===== config.mk =====
export PLATFORM = sky130hd
export DESIGN_NAME = serial_rx_engine
export DESIGN_NICKNAME = d
export VERILOG_FILES = /design/src/rtl/serial_rx_pkg.sv /design/src/rtl/rx_bit_timer.sv /design/src/rtl/rx_frame_fsm.sv /design/src/rtl/rx_hold_reg.sv /design/src/rtl/serial_rx_engine.sv
export SDC_FILE = /design/constraint.sdc
export NUM_CORES = 1
export LEC_CHECK = 0
export ABC_AREA = 0
export BUFFER_PORTS_ARGS = -buffer_cell sky130_fd_sc_hd__buf_2
export CAP_MARGIN = 20
export CORE_MARGIN = 2
export CORE_UTILIZATION = 30
export DETAILED_ROUTE_END_ITERATION = 16
export PLACE_DENSITY_LB_ADDON = 0.08
export SYNTH_ARGS = -nofsm -noshare
export SYNTH_HDL_FRONTEND = slang
export SYNTH_SLANG_ARGS = --single-unit
export TNS_END_PERCENT = 30

===== constraint.sdc =====
create_clock -name clk -period 3.9 [get_ports clk]
set_input_delay 0.195 -clock clk [delete_from_list [all_inputs] [get_ports clk]]
set_output_delay 0.195 -clock clk [all_outputs]
set_load 0.02 [all_outputs]

===== src/rtl/serial_rx_pkg.sv =====
package serial_rx_pkg;

  typedef enum logic [2:0] {
    ST_IDLE,
    ST_START,
    ST_DATA,
    ST_PAR,
    ST_STOP1,
    ST_STOP2
  } rx_state_e;

  typedef struct packed {
    logic [1:0] div;
    logic       word8;
    logic       par_en;
    logic       par_odd;
    logic       stop2;
  } rx_cfg_t;

  localparam logic [1:0] DIV_ONE = 2'd0;
  localparam logic [1:0] DIV_MID = 2'd1;

endpackage


===== src/rtl/rx_bit_timer.sv =====
module rx_bit_timer #(
  parameter int MID_DIV  = 16,
  parameter int SLOW_DIV = 64
) (
  input  logic       clk,
  input  logic       rst,
  input  logic       rx_en,
  input  logic [1:0] div,
  input  logic       restart,
  input  logic       half,
  output logic       samp
);
  import serial_rx_pkg::*;

  localparam int CW = $clog2(SLOW_DIV) + 1;

  logic [CW-1:0] cnt;
  logic [CW-1:0] nxt;
  logic [CW-1:0] target;

  // Number of strobes between samples for the selected mode.
  // In the start state only half a bit period is counted.
  always_comb begin
    case (div)
      DIV_ONE: target = CW'(1);
      DIV_MID: target = half ? CW'(MID_DIV / 2) : CW'(MID_DIV);
      default: target = half ? CW'(SLOW_DIV / 2) : CW'(SLOW_DIV);
    endcase
    nxt  = cnt + CW'(1);
    samp = rx_en && ((div == DIV_ONE) || (nxt == target));
  end

  always_ff @(posedge clk) begin
    if (rst) begin
      cnt <= '0;
    end else if (rx_en) begin
      if (restart || samp) cnt <= '0;
      else                 cnt <= nxt;
    end
  end

  // the strobe count never exceeds the longest bit period
  a_r2_cnt_in_period: assert property (@(posedge clk) disable iff (rst)
    cnt < CW'(SLOW_DIV));

endmodule


===== src/rtl/rx_frame_fsm.sv =====
module rx_frame_fsm #(
  parameter int DATA_W = 8
) (
  input  logic                   clk,
  input  logic                   rst,
  input  logic                   rx_en,
  input  logic                   rxd,
  input  logic                   samp,
  input  serial_rx_pkg::rx_cfg_t cfg,
  output logic                   restart,
  output logic                   half,
  output logic                   done,
  output logic [DATA_W-1:0]      word,
  output logic                   fe,
  output logic                   pe
);
  import serial_rx_pkg::*;

  localparam int BW = $clog2(DATA_W);

  rx_state_e         state;
  logic              prev_rx;
  logic [DATA_W-1:0] sh;
  logic [BW-1:0]     bitn;
  logic [BW-1:0]     last_bit;
  logic              par_bit;
  logic              fe_q;
  logic              fall;

  assign fall     = rx_en && prev_rx && !rxd;
  assign last_bit = cfg.word8 ? BW'(DATA_W - 1) : BW'(DATA_W - 2);
  assign restart  = (state == ST_IDLE) && fall && (cfg.div != DIV_ONE);
  assign half     = (state == ST_START);

  // Short words sit in the upper bits of the shifter, so they are
  // moved down by one place and the top bit is filled with 0.
  always_comb begin
    word = cfg.word8 ? sh : {1'b0, sh[DATA_W-1:1]};
    pe   = cfg.par_en && ((^word ^ par_bit) != cfg.par_odd);
    done = samp && (((state == ST_STOP1) && !cfg.stop2) || (state == ST_STOP2));
    fe   = (state == ST_STOP2) ? fe_q : !rxd;
  end

  always_ff @(posedge clk) begin
    if (rst) begin
      state   <= ST_IDLE;
      prev_rx <= 1'b1;
      sh      <= '0;
      bitn    <= '0;
      par_bit <= 1'b0;
      fe_q    <= 1'b0;
    end else begin
      if (rx_en) prev_rx <= rxd;
      case (state)
        ST_IDLE: begin
          bitn <= '0;
          if (cfg.div == DIV_ONE) begin
            if (samp && !rxd) state <= ST_DATA;
          end else if (fall) begin
            state <= ST_START;
          end
        end
        ST_START: if (samp) state <= rxd ? ST_IDLE : ST_DATA;
        ST_DATA: if (samp) begin
          sh <= {rxd, sh[DATA_W-1:1]};
          if (bitn == last_bit) state <= cfg.par_en ? ST_PAR : ST_STOP1;
          else                  bitn  <= bitn + BW'(1);
        end
        ST_PAR: if (samp) begin
          par_bit <= rxd;
          state   <= ST_STOP1;
        end
        ST_STOP1: if (samp) begin
          fe_q  <= !rxd;
          state <= cfg.stop2 ? ST_STOP2 : ST_IDLE;
        end
        ST_STOP2: if (samp) state <= ST_IDLE;
        default: state <= ST_IDLE;
      endcase
    end
  end

  // a start bit found high at its midpoint returns the receiver to idle
  a_r3_false_start_abort: assert property (@(posedge clk) disable iff (rst)
    (state == ST_START && samp && rxd) |=> (state == ST_IDLE));

  // no word completes at the first stop bit when two are configured
  a_r10_wait_second_stop: assert property (@(posedge clk) disable iff (rst)
    (state == ST_STOP1 && samp && cfg.stop2) |=> (state == ST_STOP2));

endmodule


===== src/rtl/rx_hold_reg.sv =====
module rx_hold_reg #(
  parameter int DATA_W = 8
) (
  input  logic              clk,
  input  logic              rst,
  input  logic              done,
  input  logic [DATA_W-1:0] word,
  input  logic              fe_in,
  input  logic              pe_in,
  input  logic              rd_ack,
  output logic [DATA_W-1:0] data,
  output logic              rdy,
  output logic              fe,
  output logic              pe,
  output logic              ovr
);

  always_ff @(posedge clk) begin
    if (rst) begin
      data <= '0;
      rdy  <= 1'b0;
      fe   <= 1'b0;
      pe   <= 1'b0;
      ovr  <= 1'b0;
    end else if (done && rdy && !rd_ack) begin
      ovr <= 1'b1;
    end else if (done) begin
      data <= word;
      fe   <= fe_in;
      pe   <= pe_in;
      rdy  <= 1'b1;
      ovr  <= 1'b0;
    end else if (rd_ack) begin
      rdy <= 1'b0;
      ovr <= 1'b0;
    end
  end

  // overrun is only reported while a word is held
  a_r9_ovr_with_rdy: assert property (@(posedge clk) disable iff (rst)
    ovr |-> rdy);

  // a held, unacknowledged word is never disturbed
  a_r9_hold_stable: assert property (@(posedge clk) disable iff (rst)
    (rdy && !rd_ack) |=> ($stable(data) && $stable(fe) && $stable(pe)));

  // an acknowledge without a new word empties the register
  a_r8_ack_clears: assert property (@(posedge clk) disable iff (rst)
    (rd_ack && !done) |=> (!rdy && !ovr));

  // acknowledge together with completion keeps ready and drops overrun
  a_r11_ack_and_done: assert property (@(posedge clk) disable iff (rst)
    (rd_ack && done) |=> (rdy && !ovr));

endmodule


===== src/rtl/serial_rx_engine.sv =====
module serial_rx_engine #(
  parameter int DATA_W   = 8,
  parameter int MID_DIV  = 16,
  parameter int SLOW_DIV = 64
) (
  input  logic              clk,
  input  logic              rst,
  input  logic              rx_en,
  input  logic              rxd,
  input  logic [1:0]        cfg_div,
  input  logic              cfg_word8,
  input  logic              cfg_par_en,
  input  logic              cfg_par_odd,
  input  logic              cfg_stop2,
  input  logic              rd_ack,
  output logic [DATA_W-1:0] rx_data,
  output logic              data_rdy,
  output logic              err_frame,
  output logic              err_parity,
  output logic              err_overrun
);
  import serial_rx_pkg::*;

  rx_cfg_t           cfg;
  logic              samp;
  logic              restart;
  logic              half;
  logic              done;
  logic [DATA_W-1:0] word;
  logic              fe_w;
  logic              pe_w;

  assign cfg = '{div: cfg_div, word8: cfg_word8, par_en: cfg_par_en,
                 par_odd: cfg_par_odd, stop2: cfg_stop2};

  rx_bit_timer #(.MID_DIV(MID_DIV), .SLOW_DIV(SLOW_DIV)) timer_i (
    .clk(clk), .rst(rst), .rx_en(rx_en), .div(cfg_div),
    .restart(restart), .half(half), .samp(samp)
  );

  rx_frame_fsm #(.DATA_W(DATA_W)) fsm_i (
    .clk(clk), .rst(rst), .rx_en(rx_en), .rxd(rxd), .samp(samp),
    .cfg(cfg), .restart(restart), .half(half), .done(done),
    .word(word), .fe(fe_w), .pe(pe_w)
  );

  rx_hold_reg #(.DATA_W(DATA_W)) hold_i (
    .clk(clk), .rst(rst), .done(done), .word(word), .fe_in(fe_w),
    .pe_in(pe_w), .rd_ack(rd_ack), .data(rx_data), .rdy(data_rdy),
    .fe(err_frame), .pe(err_parity), .ovr(err_overrun)
  );

endmodule


==> reports/qor.txt, run 1 <==
Die X -> 88.0 µm
Setup bufs post-CTS -> 0
Core Rows -> 30
Fmax -> 0.374 GHz
Max-cap violations -> 0
Post-layout nets -> 281
Crit Path Class -> register to register
GR met2 Demand/Resource -> 0.227
Crit Reg-Reg Startpoint -> timer_i.cnt[0]
Total power draw -> 931 µW
Clock buffer depth -> 2
Post-Synth XOR/XNOR Area -> 0.0580
Clk pwr share -> 0.301
Worst min path class -> input pin to register
Vias in the first global route -> 1698
CTS root buffer -> clkbuf_8
Leakage -> 1.00 nW
Port bufs -> 22
CP Capture Type -> register
Synthesized cell area -> 0.00212 mm²
Critical-path cell list -> ha_1 > nand3_1 > xor2_1 > mux2i_1 > o22ai_4 > o2111ai_2 > mux2i_1 > nor2_1
Clock skew -> 0.0103 ns
Cts repair resizes -> 0
Power Density -> 390 mW/mm²
Synth Area in Simple Gates -> 0.216
1st-pass router iterations -> 6
Residual DRC -> 0
Most common cell after layout, fill and taps aside -> dfxtp_1
I/O pin cnt -> 23
GR met3 Demand/Resource -> 0.0311
Share of cells above drive strength 1 -> 0.175
Gr busiest metal -> met2
Synth Warn # -> 0
Cells after synthesis -> 250
# H-tree levels -> 2
Worst Path Buf+Inv -> 0
Setup TNS -> 0 ns
Worst Setup SP -> timer_i.cnt[0]
CTS tree -> built
Endpoints failing setup -> 0
Starting Density -> 0.311
Tcrit/Tclk final -> 0.686
Inserted Clock Buffers -> 5
Yosys cell types -> 51
Slowest cell on crit path -> o2111ai_2
Die area -> 0.00774 mm²
Post-DP Area -> 0.00230 mm²
Compound-Gate Fraction of Synth Area -> 0.198
Mux cell area share after synthesis -> 0.132
Fin area -> 0.00239 mm²
GR Overflow Total -> 0
Seq/Total Area, Yosys -> 0.341
GRT Total Usage -> 0.142
Final WL -> 5140 µm
Main combinational cell family by area after synthesis -> simple AND/OR/NAND/NOR gates
Crit-path max cell delay -> 0.58 ns
Max FO, Critical Path -> 8
Syn_area_per_cell -> 8.46 µm²
Slew Limit Headroom -> 0.509
Core area -> 0.00679 mm²
Final WS setup -> 1.23 ns
Final Hold Vio Count -> 0
RePlAce Congestion -> 0.836
Sw frac -> 0.356
Met1 Use GR -> 0.191
Vias -> 1840
First-pass GRT wire length -> 8520 µm
Crit start category -> register
Register bit total from synthesis -> 36
VDD IR max -> 131 µV
Slew Viols, Final -> 0
Worst slack, placed -> 1.22 ns
Post-DP HPWL -> 3560 µm
Sequential Power Share -> 0.445
Routed len/inst -> 14.1 µm
Mapped Nets -> 263
CTS Hold Bufs -> 0
R2R setup slack -> 1.23 ns
Clock transition at path regs -> 0.08 ns
Clk Latency, worst-skew pair -> 0.30 ns
Placed insts -> 357
Clock period minus worst slack -> 2.67 ns
Initial antenna violation count -> 0
Commonest non-fill, non-tap cells in the layout -> dfxtp_1, nor2_1, nand2_1, buf_2, mux2i_1
Initial DRC Count -> 110
Die height -> 88.0 µm
ANT nets after route -> 0
Synthesis-to-finish area growth -> 12.9%
Pint -> 599 µW
Critical path's most frequent cell -> mux2i_1
Clk sinks -> 36
Post-synthesis adder-cell area fraction -> 0.0118
Outcome -> completed
RSZ-0062 raised after global routing -> false
Net switching power -> 332 µW
Largest net degree at the start of global routing -> 35
CP required -> 4.06 ns
Cell family with most CP delay -> compound AO/OA/AOI/OAI gates
Arr. time, crit path -> 2.83 ns
Slew @ Worst Pin -> 0.731 ns
Combinational Power Share -> 0.254
# diodes -> 0
Post-Layout Cell Count -> 365
Hold path start -> rd_ack
Via-per-instance ratio -> 5.04
==> final cells by class <==
class | instances | area, µm²
clock buffers | 5 | 68.8
clock inverters | 3 | 21.3
fillers | 722 | 4410
inverters | 10 | 37.5
multi-input cells | 192 | 1300
flip-flops and latches | 36 | 721
well taps | 96 | 120
repair buffers | 23 | 118
==> cells in the mapped netlist, drive strengths merged <==
cell      n  area, µm²
a211o     2       17.5
o21bai    1       7.51
nor3b     2       15.0
nand2b    2       12.5
and2      2       12.5
o31ai     3       22.5
a21o      1       7.51
a211oi    3       27.5
mux2      7       78.8
o2bb2ai   1       8.76
inv      10       37.5
mux2i    20        200
clkbuf    9       33.8
nand2    23       86.3
o32ai     2       17.5
nand4     5       31.3
xor2      4       35.0
or4       2       15.0
and3b     1       8.76
a22oi     1       7.51
o21ai    17       96.4
nor2     29        111
o41ai     1       8.76
nand3     8       40.0
and3      3       18.8
o2111ai   3       32.5
nor2b     3       18.8
nor3      4       20.0
o21a      2       15.0
dfxtp    36        721
buf       3       21.3
nand3b    3       22.5
or3b      2       20.0
a32oi     3       26.3
ha        2       25.0
a21oi     6       30.0
or3       3       18.8
a31oi     3       25.0
a41oi     1       8.76
or2       1       6.26
o311ai    1       8.76
xnor2    10       87.6
o211ai    4       30.0
o22ai     1       20.0
==> registers in the layout, summed over array words and instances, names as in the netlist, 3 cells and up <==
name,flops
hold_i.data,8
fsm_i.bitn,3
timer_i.cnt,7
fsm_i.sh,8
fsm_i.state,3
==> routing by layer <==
metal | wire [µm] | up-vias
met5 | 0 | -
li1 | - | 938
met1 | 2630 | 854
met4 | 61 | 0
met3 | 174 | 6
met2 | 2280 | 42
==> worst paths after layout <==
check	cells past startpoint	to
worst max-delay path	8	fsm_i.sh[1]
worst min-delay path	4	hold_i.ovr
worst max register to register	8	fsm_i.sh[1]
worst min register to register	2	hold_i.fe
==> logic make-up after synthesis <==
| logic type | count (synthesis) |
|---|---|
| flip-flops | 36 |
| AO/OA/AOI/OAI | 56 |
| adder cells (fa/ha/maj) | 2 |
| multiplexers | 27 |
| buffers and inverters | 22 |
| AND/OR/NAND/NOR | 93 |
| XOR/XNOR | 14 |
==> per-stage QoR <==
stage | hold WS, ns | util
floorplan | 0.339 | -
global placement | 0.438 | 0.338
detailed placement | 0.446 | 0.338
CTS | 0.197 | 0.352
global route | 0.207 | 0.352
finish | 0.198 | 0.352
==> worst register-to-register path, cell delays in order (launching register included) <==
cell and delay, ns:
dfxtp_1 0.44, ha_1 0.31, nand3_1 0.17, xor2_1 0.26
mux2i_1 0.32, o22ai_4 0.16, o2111ai_2 0.58, mux2i_1 0.26
nor2_1 0.05
==> power groups by stage <==
stage	clock, mW	sequential [mW]	combinational [mW]
3_5_place_dp	0	0.421	0.235
3_3_place_gp	0	0.422	0.239
5_1_grt	0.305	0.416	0.267
4_1_cts	0.293	0.413	0.237
6_report	0.281	0.414	0.236
2_1_floorplan	0	0.401	0.199
(Power assumes the default switching activity.)
==> inputs of run 2 (changes only) <==
Settings changed: ABC_AREA 0 to 1.
Clock period 3.9 ns to 2.35 ns, I/O delays scaled along.
==> run 2 against run 1 <==
Compared with the run above:
- clock power rose to 2.7 times the previous value
- die area grew 0.67%
- sequential power rose by 74%
- maximum frequency grew 31%
- wire length increased by 3.3%
- critical endpoint unchanged
==> reports/qor.txt, run 2 <==
Post-synth ARST share -> 0
Worst min path class -> input pin to register
Initial DRC Count -> 125
Residual DRC -> 0
Setup TNS -> 0 ns
Arr. time, crit path -> 2.23 ns
Gr busiest metal -> met2
CTS Hold Bufs -> 0
Clk Latency, worst-skew pair -> 0.28 ns
Total power draw -> 2.04 mW
Hold path start -> rd_ack
Register bit total from synthesis -> 36
Clk sinks -> 36
Core Rows -> 30
Die height -> 88.3 µm
CTS tree -> built
Clock skew -> 0.00819 ns
Slew @ Worst Pin -> 0.631 ns
ANT nets after route -> 0
GR met2 Demand/Resource -> 0.232
Largest net degree at the start of global routing -> 23
I/O pin cnt -> 23
Crit start category -> register
# H-tree levels -> 2
Cts repair resizes -> 0
Post-DP HPWL -> 4000 µm
Mapped Nets -> 358
Share of cells above drive strength 1 -> 0.114
Clock period minus worst slack -> 2.05 ns
Largest registers -> fsm_i.sh (8), hold_i.data (8), timer_i.cnt (7)
Core area -> 0.00683 mm²
GR met3 Demand/Resource -> 0.0289
Most numerous cell in the Yosys netlist -> nand2_1
Final WS setup -> 0.302 ns
Crit Path Class -> register to register
Hold-critical path depth -> 4
Routed len/inst -> 11.4 µm
Vias -> 2025
Max FO, Critical Path -> 12
Clock transition at path regs -> 0.08 ns
Min-Delay Endpoint -> hold_i.ovr
Commonest cells post-synth -> nand2_1, nor2_1, inv_1
Die area -> 0.00779 mm²
Max-cap violations -> 0
Seq/Total Area, Yosys -> 0.338
Inserted Clock Buffers -> 5
Outcome -> completed
Slew Limit Headroom -> 0.579
Starting Density -> 0.312
Synthesis-to-finish area growth -> 16.6%
Post-synth EDFFs -> 0
Tcrit/Tclk final -> 0.872
1st-pass router iterations -> 4
Met1 Use GR -> 0.209
Setup bufs post-CTS -> 0
Clock buffer depth -> 2
RSZ-0062 raised after global routing -> false
Final Hold Vio Count -> 0
# diodes -> 0
VDD IR max -> 337 µV
Area share of the largest cell type after synthesis -> 0.338
Power Density -> 823 mW/mm²
Synthesized cell area -> 0.00213 mm²
Post-synth top area cell -> dfxtp_1
RePlAce Congestion -> 0.853
Syn_area_per_cell -> 6.18 µm²
CP Capture Type -> register
Worst r2r dst -> fsm_i.sh[1]
Synth area leaders -> dfxtp_1, nand2_1, nor2_1
Post-layout nets -> 380
R2R setup slack -> 0.30 ns
Fin area -> 0.00248 mm²
Vias in the first global route -> 1810
Synth Warn # -> 0
Fmax -> 0.488 GHz
Fillers -> 778
Cells after synthesis -> 345
GR Overflow Total -> 0
Multi-input logic area -> 0.00116 mm²
Commonest non-fill, non-tap cells in the layout -> nand2_1, nor2_1, inv_1, dfxtp_1, buf_2
Die X -> 88.3 µm
Port bufs -> 22
GRT Total Usage -> 0.147
First-pass GRT wire length -> 8960 µm
Worst r2r path cells -> 14
Worst slack, placed -> 0.187 ns
CP required -> 2.53 ns
Initial antenna violation count -> 0
Crit Reg-Reg Startpoint -> timer_i.cnt[0]
Post-DP Area -> 0.00232 mm²
CTS root buffer -> clkbuf_8
Leakage -> 1.23 nW
Endpoints failing setup -> 0
Final WL -> 5310 µm
Most common cell after layout, fill and taps aside -> nand2_1
Via-per-instance ratio -> 4.36
Slew Viols, Final -> 0
Top_reg_cell synth -> dfxtp_1
Yosys cell types -> 28
Min Hold Slack -> 0.136 ns
Storage element area -> 721 µm²
-- run 2: changes by cell type after synthesis, sizes merged, moves of 6 or more --
cell and change:
clkbuf -8, nand3 +11, a21oi +13, inv +46, xnor2 -6, o21bai +6, mux2i -20, nand2 +67
mux2 -7, nor2 +33
-- run 2: worst max-delay path: stages (launching register included) --
cell	delay (ns)
dfxtp_1	0.41
ha_1	0.23
nand2_1	0.10
nor2_2	0.13
nand3_1	0.10
nand3_1	0.09
nand2_1	0.05
nor2_1	0.11
nand2_1	0.07
nand2_2	0.10
nand2_4	0.13
inv_2	0.11
nand2_2	0.11
nor2_1	0.13
nor2_1	0.05
-- run 2: routing by layer --
| metal | routed length [µm] | share of wire |
|---|---|---|
| met1 | 2800 | 0.53 |
| met5 | 0 | 0 |
| met3 | 157 | 0.030 |
| met2 | 2340 | 0.44 |
| met4 | 17 | 0.0032 |
-- run 2: worst max-delay path by stage --
stage | startpoint | end | depth (start not counted)
final | timer_i.cnt[0] | fsm_i.sh[1] | 14
after global routing | timer_i.cnt[0] | fsm_i.sh[5] | 14
after CTS | timer_i.cnt[0] | fsm_i.sh[3] | 13
after detailed placement | timer_i.cnt[0] | fsm_i.sh[3] | 13
after global placement | timer_i.cnt[0] | fsm_i.sh[5] | 14
after floorplan | timer_i.cnt[0] | hold_i.data[2] | 13
-- run 2: layout make-up --
cell class	count	share of cell area
clock inverters	3	0.0363
inverters	56	0.0846
flip-flops and latches	36	0.290
multi-input cells	245	0.466
clock buffers	5	0.0277
well taps	96	0.0483
repair buffers	23	0.0473
-- run 2: cell families after synthesis --
family	after synthesis	share of synthesized area
AND/OR/NAND/NOR	189	0.379
buffers and inverters	64	0.123
AO/OA/AOI/OAI	48	0.123
flip-flops	36	0.338
XOR/XNOR	6	0.0247
adder cells (fa/ha/maj)	2	0.0117
-- run 2: per-stage QoR --
| stage | instances | util |
|---|---|---|
| 3_5_place_dp | 456 | 0.339 |
| 2_1_floorplan | 345 | - |
| 6_report | 464 | 0.364 |
| 4_1_cts | 464 | 0.362 |
| 5_1_grt | 464 | 0.364 |
| 3_3_place_gp | 456 | 0.339 |
-- run 2: power breakdown --
group / leakage [nW] / internal [mW] / switching, mW
combinational: 0.856 / 0.191 / 0.361
clock: 0.0784 / 0.531 / 0.238
sequential: 0.292 / 0.666 / 0.0561
total: 1.23 / 1.39 / 0.655
